File: config.mk
export PLATFORM = sky130hd
export DESIGN_NAME = card_wr_rx
export DESIGN_NICKNAME = d
export VERILOG_FILES = /design/src/rtl/card_wr_rx_pkg.sv /design/src/rtl/card_wr_crc16.sv /design/src/rtl/card_wr_prog_timer.sv /design/src/rtl/card_wr_status.sv /design/src/rtl/card_wr_rx.sv
export SDC_FILE = /design/constraint.sdc
export NUM_CORES = 1
export LEC_CHECK = 0
export BUFFER_PORTS_ARGS = -buffer_cell sky130_fd_sc_hd__buf_2
export CAP_MARGIN = 0
export CORE_MARGIN = 10
export CORE_UTILIZATION = 25
export DETAILED_ROUTE_END_ITERATION = 8
export HOLD_SLACK_MARGIN = 0.1
export PLACE_DENSITY = 0.49
export SLEW_MARGIN = 0
export SYNTH_ARGS = -nofsm -noshare
export SYNTH_HDL_FRONTEND = slang
export SYNTH_HIERARCHICAL = 1
export SYNTH_SLANG_ARGS = --single-unit
export TNS_END_PERCENT = 50
File: constraint.sdc
create_clock -name clk -period 3.3 [get_ports clk]
set_input_delay 0.495 -clock clk [delete_from_list [all_inputs] [get_ports clk]]
set_output_delay 0.495 -clock clk [all_outputs]
set_load 0.02 [all_outputs]
File: src/rtl/card_wr_rx_pkg.sv
package card_wr_rx_pkg;

    typedef enum logic [2:0] {
        S_IDLE       = 3'd0,
        S_WAIT_START = 3'd1,
        S_SHIFT      = 3'd2,
        S_END        = 3'd3,
        S_GAP        = 3'd4,
        S_TOK        = 3'd5,
        S_WAIT_STOP  = 3'd6
    } rx_state_e;

    localparam int          CRC_BITS = 16;
    localparam logic [15:0] CRC_POLY = 16'h1021;
    localparam logic [2:0]  TOK_OK   = 3'b010;
    localparam logic [2:0]  TOK_BAD  = 3'b101;
    localparam logic [2:0]  TOK_LAST = 3'd4;

endpackage

File: src/rtl/card_wr_crc16.sv
module card_wr_crc16 #(
    parameter int                WIDTH = 16,
    parameter logic [WIDTH-1:0]  POLY  = 16'h1021
)(
    input  logic             clk,
    input  logic             rst_n,
    input  logic             clr,
    input  logic             en,
    input  logic             bit_in,
    output logic [WIDTH-1:0] crc_q,
    output logic             zero
);
    logic             fb;
    logic [WIDTH-1:0] nxt;

    assign fb = crc_q[WIDTH-1] ^ bit_in;

    generate
        for (genvar i = 0; i < WIDTH; i++) begin : g_bit
            if (i == 0) begin : g_lsb
                assign nxt[i] = POLY[i] & fb;
            end else begin : g_up
                assign nxt[i] = crc_q[i-1] ^ (POLY[i] & fb);
            end
        end
    endgenerate

    always_ff @(posedge clk or negedge rst_n) begin
        if (!rst_n)   crc_q <= '0;
        else if (clr) crc_q <= '0;
        else if (en)  crc_q <= nxt;
    end

    assign zero = (crc_q == '0);
endmodule

File: src/rtl/card_wr_prog_timer.sv
module card_wr_prog_timer #(
    parameter int PROG_CYC = 40,
    localparam int PW = $clog2(PROG_CYC + 1)
)(
    input  logic clk,
    input  logic rst_n,
    input  logic load,
    output logic busy
);
    logic [PW-1:0] cnt_q;

    always_ff @(posedge clk or negedge rst_n) begin
        if (!rst_n)             cnt_q <= '0;
        else if (load)          cnt_q <= PW'(PROG_CYC);
        else if (cnt_q != '0)   cnt_q <= cnt_q - 1'b1;
    end

    assign busy = (cnt_q != '0);
endmodule

File: src/rtl/card_wr_status.sv
module card_wr_status (
    input  logic       clk,
    input  logic       rst_n,
    input  logic       rd,
    input  logic       ready,
    input  logic       set_addr,
    input  logic       set_wp,
    input  logic       set_crc,
    output logic [2:0] err_q,
    output logic [3:0] stat_q
);
    always_ff @(posedge clk or negedge rst_n) begin
        if (!rst_n) begin
            err_q  <= '0;
            stat_q <= '0;
        end else begin
            if (rd) stat_q <= {ready, err_q};
            err_q <= (rd ? 3'b000 : err_q) | {set_addr, set_wp, set_crc};
        end
    end
endmodule

File: src/rtl/card_wr_rx.sv
module card_wr_rx
    import card_wr_rx_pkg::*;
#(
    parameter int BLK_BITS = 32,
    parameter int PROG_CYC = 40,
    localparam int LEN_W = $clog2(BLK_BITS) + 1,
    localparam int OFF_W = $clog2(BLK_BITS)
)(
    input  logic             clk,
    input  logic             rst_n,
    input  logic             cmd_wr_start,
    input  logic             cmd_multi,
    input  logic [LEN_W-1:0] cmd_blk_len,
    input  logic [OFF_W-1:0] cmd_addr_off,
    input  logic             cmd_wp,
    input  logic             cmd_stop,
    input  logic             cmd_sel,
    input  logic             cmd_desel,
    input  logic             cfg_misalign_ok,
    input  logic             dat_in,
    output logic             dat_out,
    output logic             dat_oe,
    input  logic             stat_rd,
    output logic [3:0]       stat_q
);
    localparam int CNT_W = $clog2(BLK_BITS + CRC_BITS + 1);
    localparam int SUM_W = LEN_W + 1;

    rx_state_e         state_q, state_d;
    logic              sel_q, multi_q, fail_q;
    logic [LEN_W-1:0]  len_q;
    logic [OFF_W-1:0]  off_q;
    logic [CNT_W-1:0]  bit_cnt;
    logic [2:0]        tok_cnt;
    logic [2:0]        tok_code_q;
    logic [4:0]        tok_frame;
    logic [15:0]       crc_q;
    logic              crc_ok;
    logic              prog_busy, prog_load;
    logic              set_addr, set_wp, set_crc;
    logic [2:0]        err_vec;
    logic              mis_first, mis_next;
    logic              go_start, start_seen, shift_last, tok_last;

    function automatic logic crosses(input logic allow,
                                     input logic [OFF_W-1:0] off,
                                     input logic [LEN_W-1:0] len);
        return !allow && ((SUM_W'(off) + SUM_W'(len)) > SUM_W'(BLK_BITS));
    endfunction

    assign mis_first  = crosses(cfg_misalign_ok, cmd_addr_off, cmd_blk_len);
    assign mis_next   = crosses(cfg_misalign_ok, off_q, len_q);
    assign go_start   = (state_q == S_IDLE) && sel_q && cmd_wr_start
                        && !cmd_stop && !cmd_desel;
    assign start_seen = (state_q == S_WAIT_START) && !dat_in && !prog_busy;
    assign shift_last = (bit_cnt == CNT_W'(len_q) + CNT_W'(CRC_BITS - 1));
    assign tok_last   = (tok_cnt == TOK_LAST);
    assign prog_load  = (state_q == S_END) && crc_ok;
    assign set_crc    = (state_q == S_END) && !crc_ok;
    assign tok_frame  = {1'b0, tok_code_q, 1'b1};

    // state register
    always_ff @(posedge clk or negedge rst_n) begin
        if (!rst_n) state_q <= S_IDLE;
        else        state_q <= state_d;
    end

    // next state and abort flags
    always_comb begin
        state_d  = state_q;
        set_addr = 1'b0;
        set_wp   = 1'b0;
        if (cmd_desel || cmd_stop) begin
            state_d = S_IDLE;
        end else begin
            unique case (state_q)
                S_IDLE: begin
                    if (sel_q && cmd_wr_start) begin
                        if (cmd_wp) begin
                            set_wp = 1'b1;
                        end else if (mis_first) begin
                            set_addr = 1'b1;
                            state_d  = S_WAIT_STOP;
                        end else begin
                            state_d = S_WAIT_START;
                        end
                    end
                end
                S_WAIT_START: if (start_seen) state_d = S_SHIFT;
                S_SHIFT:      if (shift_last) state_d = S_END;
                S_END:        state_d = S_GAP;
                S_GAP:        state_d = S_TOK;
                S_TOK: begin
                    if (tok_last) begin
                        if (fail_q) begin
                            state_d = multi_q ? S_WAIT_STOP : S_IDLE;
                        end else if (!multi_q) begin
                            state_d = S_IDLE;
                        end else if (mis_next) begin
                            set_addr = 1'b1;
                            state_d  = S_WAIT_STOP;
                        end else begin
                            state_d = S_WAIT_START;
                        end
                    end
                end
                S_WAIT_STOP:  state_d = S_WAIT_STOP;
                default:      state_d = S_IDLE;
            endcase
        end
    end

    // transfer datapath
    always_ff @(posedge clk or negedge rst_n) begin
        if (!rst_n) begin
            sel_q      <= 1'b0;
            multi_q    <= 1'b0;
            fail_q     <= 1'b0;
            len_q      <= '0;
            off_q      <= '0;
            bit_cnt    <= '0;
            tok_cnt    <= '0;
            tok_code_q <= TOK_OK;
        end else begin
            if (cmd_desel)    sel_q <= 1'b0;
            else if (cmd_sel) sel_q <= 1'b1;

            if (go_start) begin
                multi_q <= cmd_multi;
                len_q   <= cmd_blk_len;
                off_q   <= cmd_addr_off;
                fail_q  <= 1'b0;
            end

            if (state_q == S_WAIT_START) bit_cnt <= '0;
            else if (state_q == S_SHIFT) bit_cnt <= bit_cnt + 1'b1;

            if (state_q == S_END) begin
                tok_code_q <= crc_ok ? TOK_OK : TOK_BAD;
                fail_q     <= !crc_ok;
                if (crc_ok) off_q <= off_q + len_q[OFF_W-1:0];
            end

            if (state_q == S_TOK) tok_cnt <= tok_cnt + 1'b1;
            else                  tok_cnt <= '0;
        end
    end

    // line outputs
    always_comb begin
        dat_oe  = 1'b0;
        dat_out = 1'b1;
        unique case (state_q)
            S_TOK: begin
                dat_oe  = 1'b1;
                dat_out = tok_frame[3'(TOK_LAST - tok_cnt)];
            end
            S_IDLE, S_WAIT_START, S_WAIT_STOP: begin
                if (sel_q && prog_busy) begin
                    dat_oe  = 1'b1;
                    dat_out = 1'b0;
                end
            end
            default: begin
                dat_oe  = 1'b0;
                dat_out = 1'b1;
            end
        endcase
    end

    card_wr_crc16 #(.WIDTH(CRC_BITS), .POLY(CRC_POLY)) u_crc (
        .clk    (clk),
        .rst_n  (rst_n),
        .clr    (state_q == S_WAIT_START),
        .en     (state_q == S_SHIFT),
        .bit_in (dat_in),
        .crc_q  (crc_q),
        .zero   (crc_ok)
    );

    card_wr_prog_timer #(.PROG_CYC(PROG_CYC)) u_prog (
        .clk   (clk),
        .rst_n (rst_n),
        .load  (prog_load),
        .busy  (prog_busy)
    );

    card_wr_status u_stat (
        .clk      (clk),
        .rst_n    (rst_n),
        .rd       (stat_rd),
        .ready    (!prog_busy),
        .set_addr (set_addr),
        .set_wp   (set_wp),
        .set_crc  (set_crc),
        .err_q    (err_vec),
        .stat_q   (stat_q)
    );
endmodule

==> out/results.ini <==
[sta]
min_period_over_period_pct = 86.88
relSlewSlack_pct = 53.25
finalSetupTns_ps = 0
worstMarginPinSlew_ps = 701.2
finClkSkew_ps = 10.07
fin_crit_ps = 2867
hold_viol = 0
rsz0062_at_grt = false
setup_violations = 0
slew_viol_final = 0
clock.fmax_mhz = 348.8

[worst_setup_path]
path_class = reg2out
crit_required_ps = 2800
path_max_fanout = 7
arrival_ps = 2370
reg2reg_slack_ps = 690
r2r-start = len_q[0]$_DFFE_PN0P_
critPathLaunchType = flop
r2r_cells = 9
critPathCaptureType = output pin
timing.rr.end = u_stat/err_q[2]$_DFF_PN0_

[routing]
drtPass1Iterations = 4
vias = 2602
antenna_left = 0
wl_per_cell_um = 14.89
met2_length_um = 3879
met3WireLength_um = 262
wl_met1_um = 3792
drc_errors = 0
vias_per_cell = 4.783
highest_layer = met4
drt_wl_total_um = 8099
drt_iter0_drc = 91

[global_routing]
grt_pass1_vias = 2727
grt_usage_pct = 9.104
grt_max_degree = 30
grt_pass1_wl_um = 13610
antenna_found_initial = 0
grt.overflow.total = 0

[final_layout]
finalNetCount = 404
area_delta_synth_final_pct = 16.99
final_cell_mix = dfrtp_1 (56), nor2_1 (41), buf_2 (27)
final_area_mm2 = 0.003973
drive_gt1_share_pct = 20.65
diodes = 0
layout_commonest_cell = dfrtp_1
n_fill_cell = 1394

[die]
die_x_um = 136.5
die_h_um = 136.5
io_pins = 28
initial_core_util_pct = 25.54
die_area_mm2 = 0.01864
coreArea_mm2 = 0.01330
row_count = 42

[synth]
ys.flop_type = dfrtp_1
synthCells = 330
ys_seq_area_share_pct = 42.04
synth_nets = 371
ys.warnings.count = 6
synth_seq_cells = 57
synth.avg_cell_area_um2 = 10.29
synth.distinct_cells = 66
syn_area_mm2 = 0.003396
synth_edf_count = 0
async_flop_share_pct = 100.0

[clock_network]
clockRootBuffer = clkbuf_16
h-tree-depth = 3
numClockSinks = 57
cts_max_path_buffers = 2
cts_setup_buffers = 0
cts-buffers-inserted = 9
hold_buffers = 0
cts.clk_slew.worst_paths_ps = 60
insertion_delay_ps = 330
cts_resized = 0
cts_tree = yes

[worst_hold_path]
hold_class = in2async

[power_and_ir_drop]
irDropWorstVdd_v = 0.0002448
leakagePower_nw = 1.817
p_per_area_mw_per_mm2 = 639.4

[placement]
place_hpwl_um = 6011
place.gp.congestion = 0.8332
io_buffers = 27
postPlaceCellArea_mm2 = 0.003706

[run]
maxCapViolCount = 0

[status]
status = complete, no violations

sequential cells by signal, indices dropped and copies added (netlist names), 2 cells and up:
name / flops
u_crc/crc_q: 16
bit_cnt: 6
len_q: 6
u_prog/cnt_q: 6
off_q: 5
u_stat/stat_q: 4
state_q: 3
tok_cnt: 3
u_stat/err_q: 3
tok_code_q: 2
final cells by class:
cell class                      count  area (um2)  share of cell area, %
Clock buffer                       11       232.7                  5.858
Clock inverter                      5       33.78                 0.8504
Inverter                           17       63.81                  1.606
Multi-Input combinational cell    246        1822                  45.86
Sequential cell                    57        1428                  35.94
Tap cell                          176       220.2                  5.543
Timing Repair Buffer               32       172.7                  4.346
worst max path at each step:
| stage | startpoint | slack, ps | cells past startpoint | to |
|---|---|---|---|---|
| global route | u_prog/cnt_q[0]$_DFFE_PN0P_ | 210 | 11 | dat_out |
| CTS | u_prog/cnt_q[0]$_DFFE_PN0P_ | 380 | 11 | dat_out |
| finish | u_prog/cnt_q[0]$_DFFE_PN0P_ | 430 | 11 | dat_out |
| floorplan | cmd_blk_len[0] | 690 | 9 | u_stat/err_q[2]$_DFF_PN0_ |
| detailed placement | cmd_blk_len[0] | 290 | 9 | state_q[1]$_DFFE_PN0P_ |
| global placement | cmd_blk_len[0] | 360 | 10 | u_stat/err_q[2]$_DFF_PN0_ |
metrics by stage:
| step | std cells | total power [mW] | util, % | setup slack, ps | hold WS, ps |
|---|---|---|---|---|---|
| floorplan | 330 | 1.510 | - | 686.2 | 199.4 |
| global placement | 528 | 1.694 | 27.88 | 361.8 | 468.4 |
| detailed placement | 528 | 1.716 | 27.88 | 294.0 | 466.9 |
| CTS | 544 | 2.568 | 29.88 | 383.9 | 243.6 |
| global route | 544 | 2.728 | 29.88 | 211.9 | 269.6 |
| finish | 544 | 2.540 | 29.88 | 433.0 | 217.7 |
cells by family after synthesis:
group                    count (synthesis)  synth area share, %
AO/OA/AOI/OAI                           68                13.74
XOR/XNOR                                17                4.385
adder cells (fa/ha/maj)                 19                7.443
buffers and inverters                   27                4.495
flip-flops                              57                42.04
multiplexers                            30                9.727
AND/OR/NAND/NOR                        112                18.17
worst max-delay path, stage by stage, from the launching register on:
cell and delay [ps]:
dfrtp_1 360, inv_1 90, ha_1 220, nor3b_2 160, buf_4 160, nand2_1 190
nand2_1 80, nor2_1 90, a21oi_1 40, o21ai_0 310, o31ai_1 160, buf_2 190
routing by layer:
layer | GRT usage [%] | vias up
li1 | - | 1271
met1 | 11.35 | 1264
met2 | 14.62 | 52
met3 | 1.796 | 15
met4 | 4.675 | 0
met5 | 0 | -
cell usage after synthesis, types with 3 or more instances:
master	number	area (um2)
dfrtp_1	56	1401
and3_1	3	18.77
nor2_1	41	153.9
nand2_1	12	45.04
nand2b_1	3	18.77
a211oi_1	3	22.52
nand3_1	8	40.04
o21ai_0	10	50.05
nand4_1	4	25.02
mux2_2	8	90.09
nor4_1	6	37.54
xor2_1	6	52.55
a21o_2	4	35.03
a21oi_1	22	110.1
or2_2	3	18.77
ha_1	17	212.7
mux2_4	4	60.06
nor3b_1	4	30.03
or3_1	6	37.54
buf_6	3	33.78
xnor2_1	11	96.34
mux2i_1	18	180.2
a21o_1	4	30.03
inv_1	17	63.81
nor3_1	5	25.02
power by group:
group,switching (mW),total (mW),internal [mW]
logic,0.366,0.720,0.354
registers,0.148,0.979,0.831
clock network,0.335,0.841,0.506
Power figures use the tool's default switching activity.
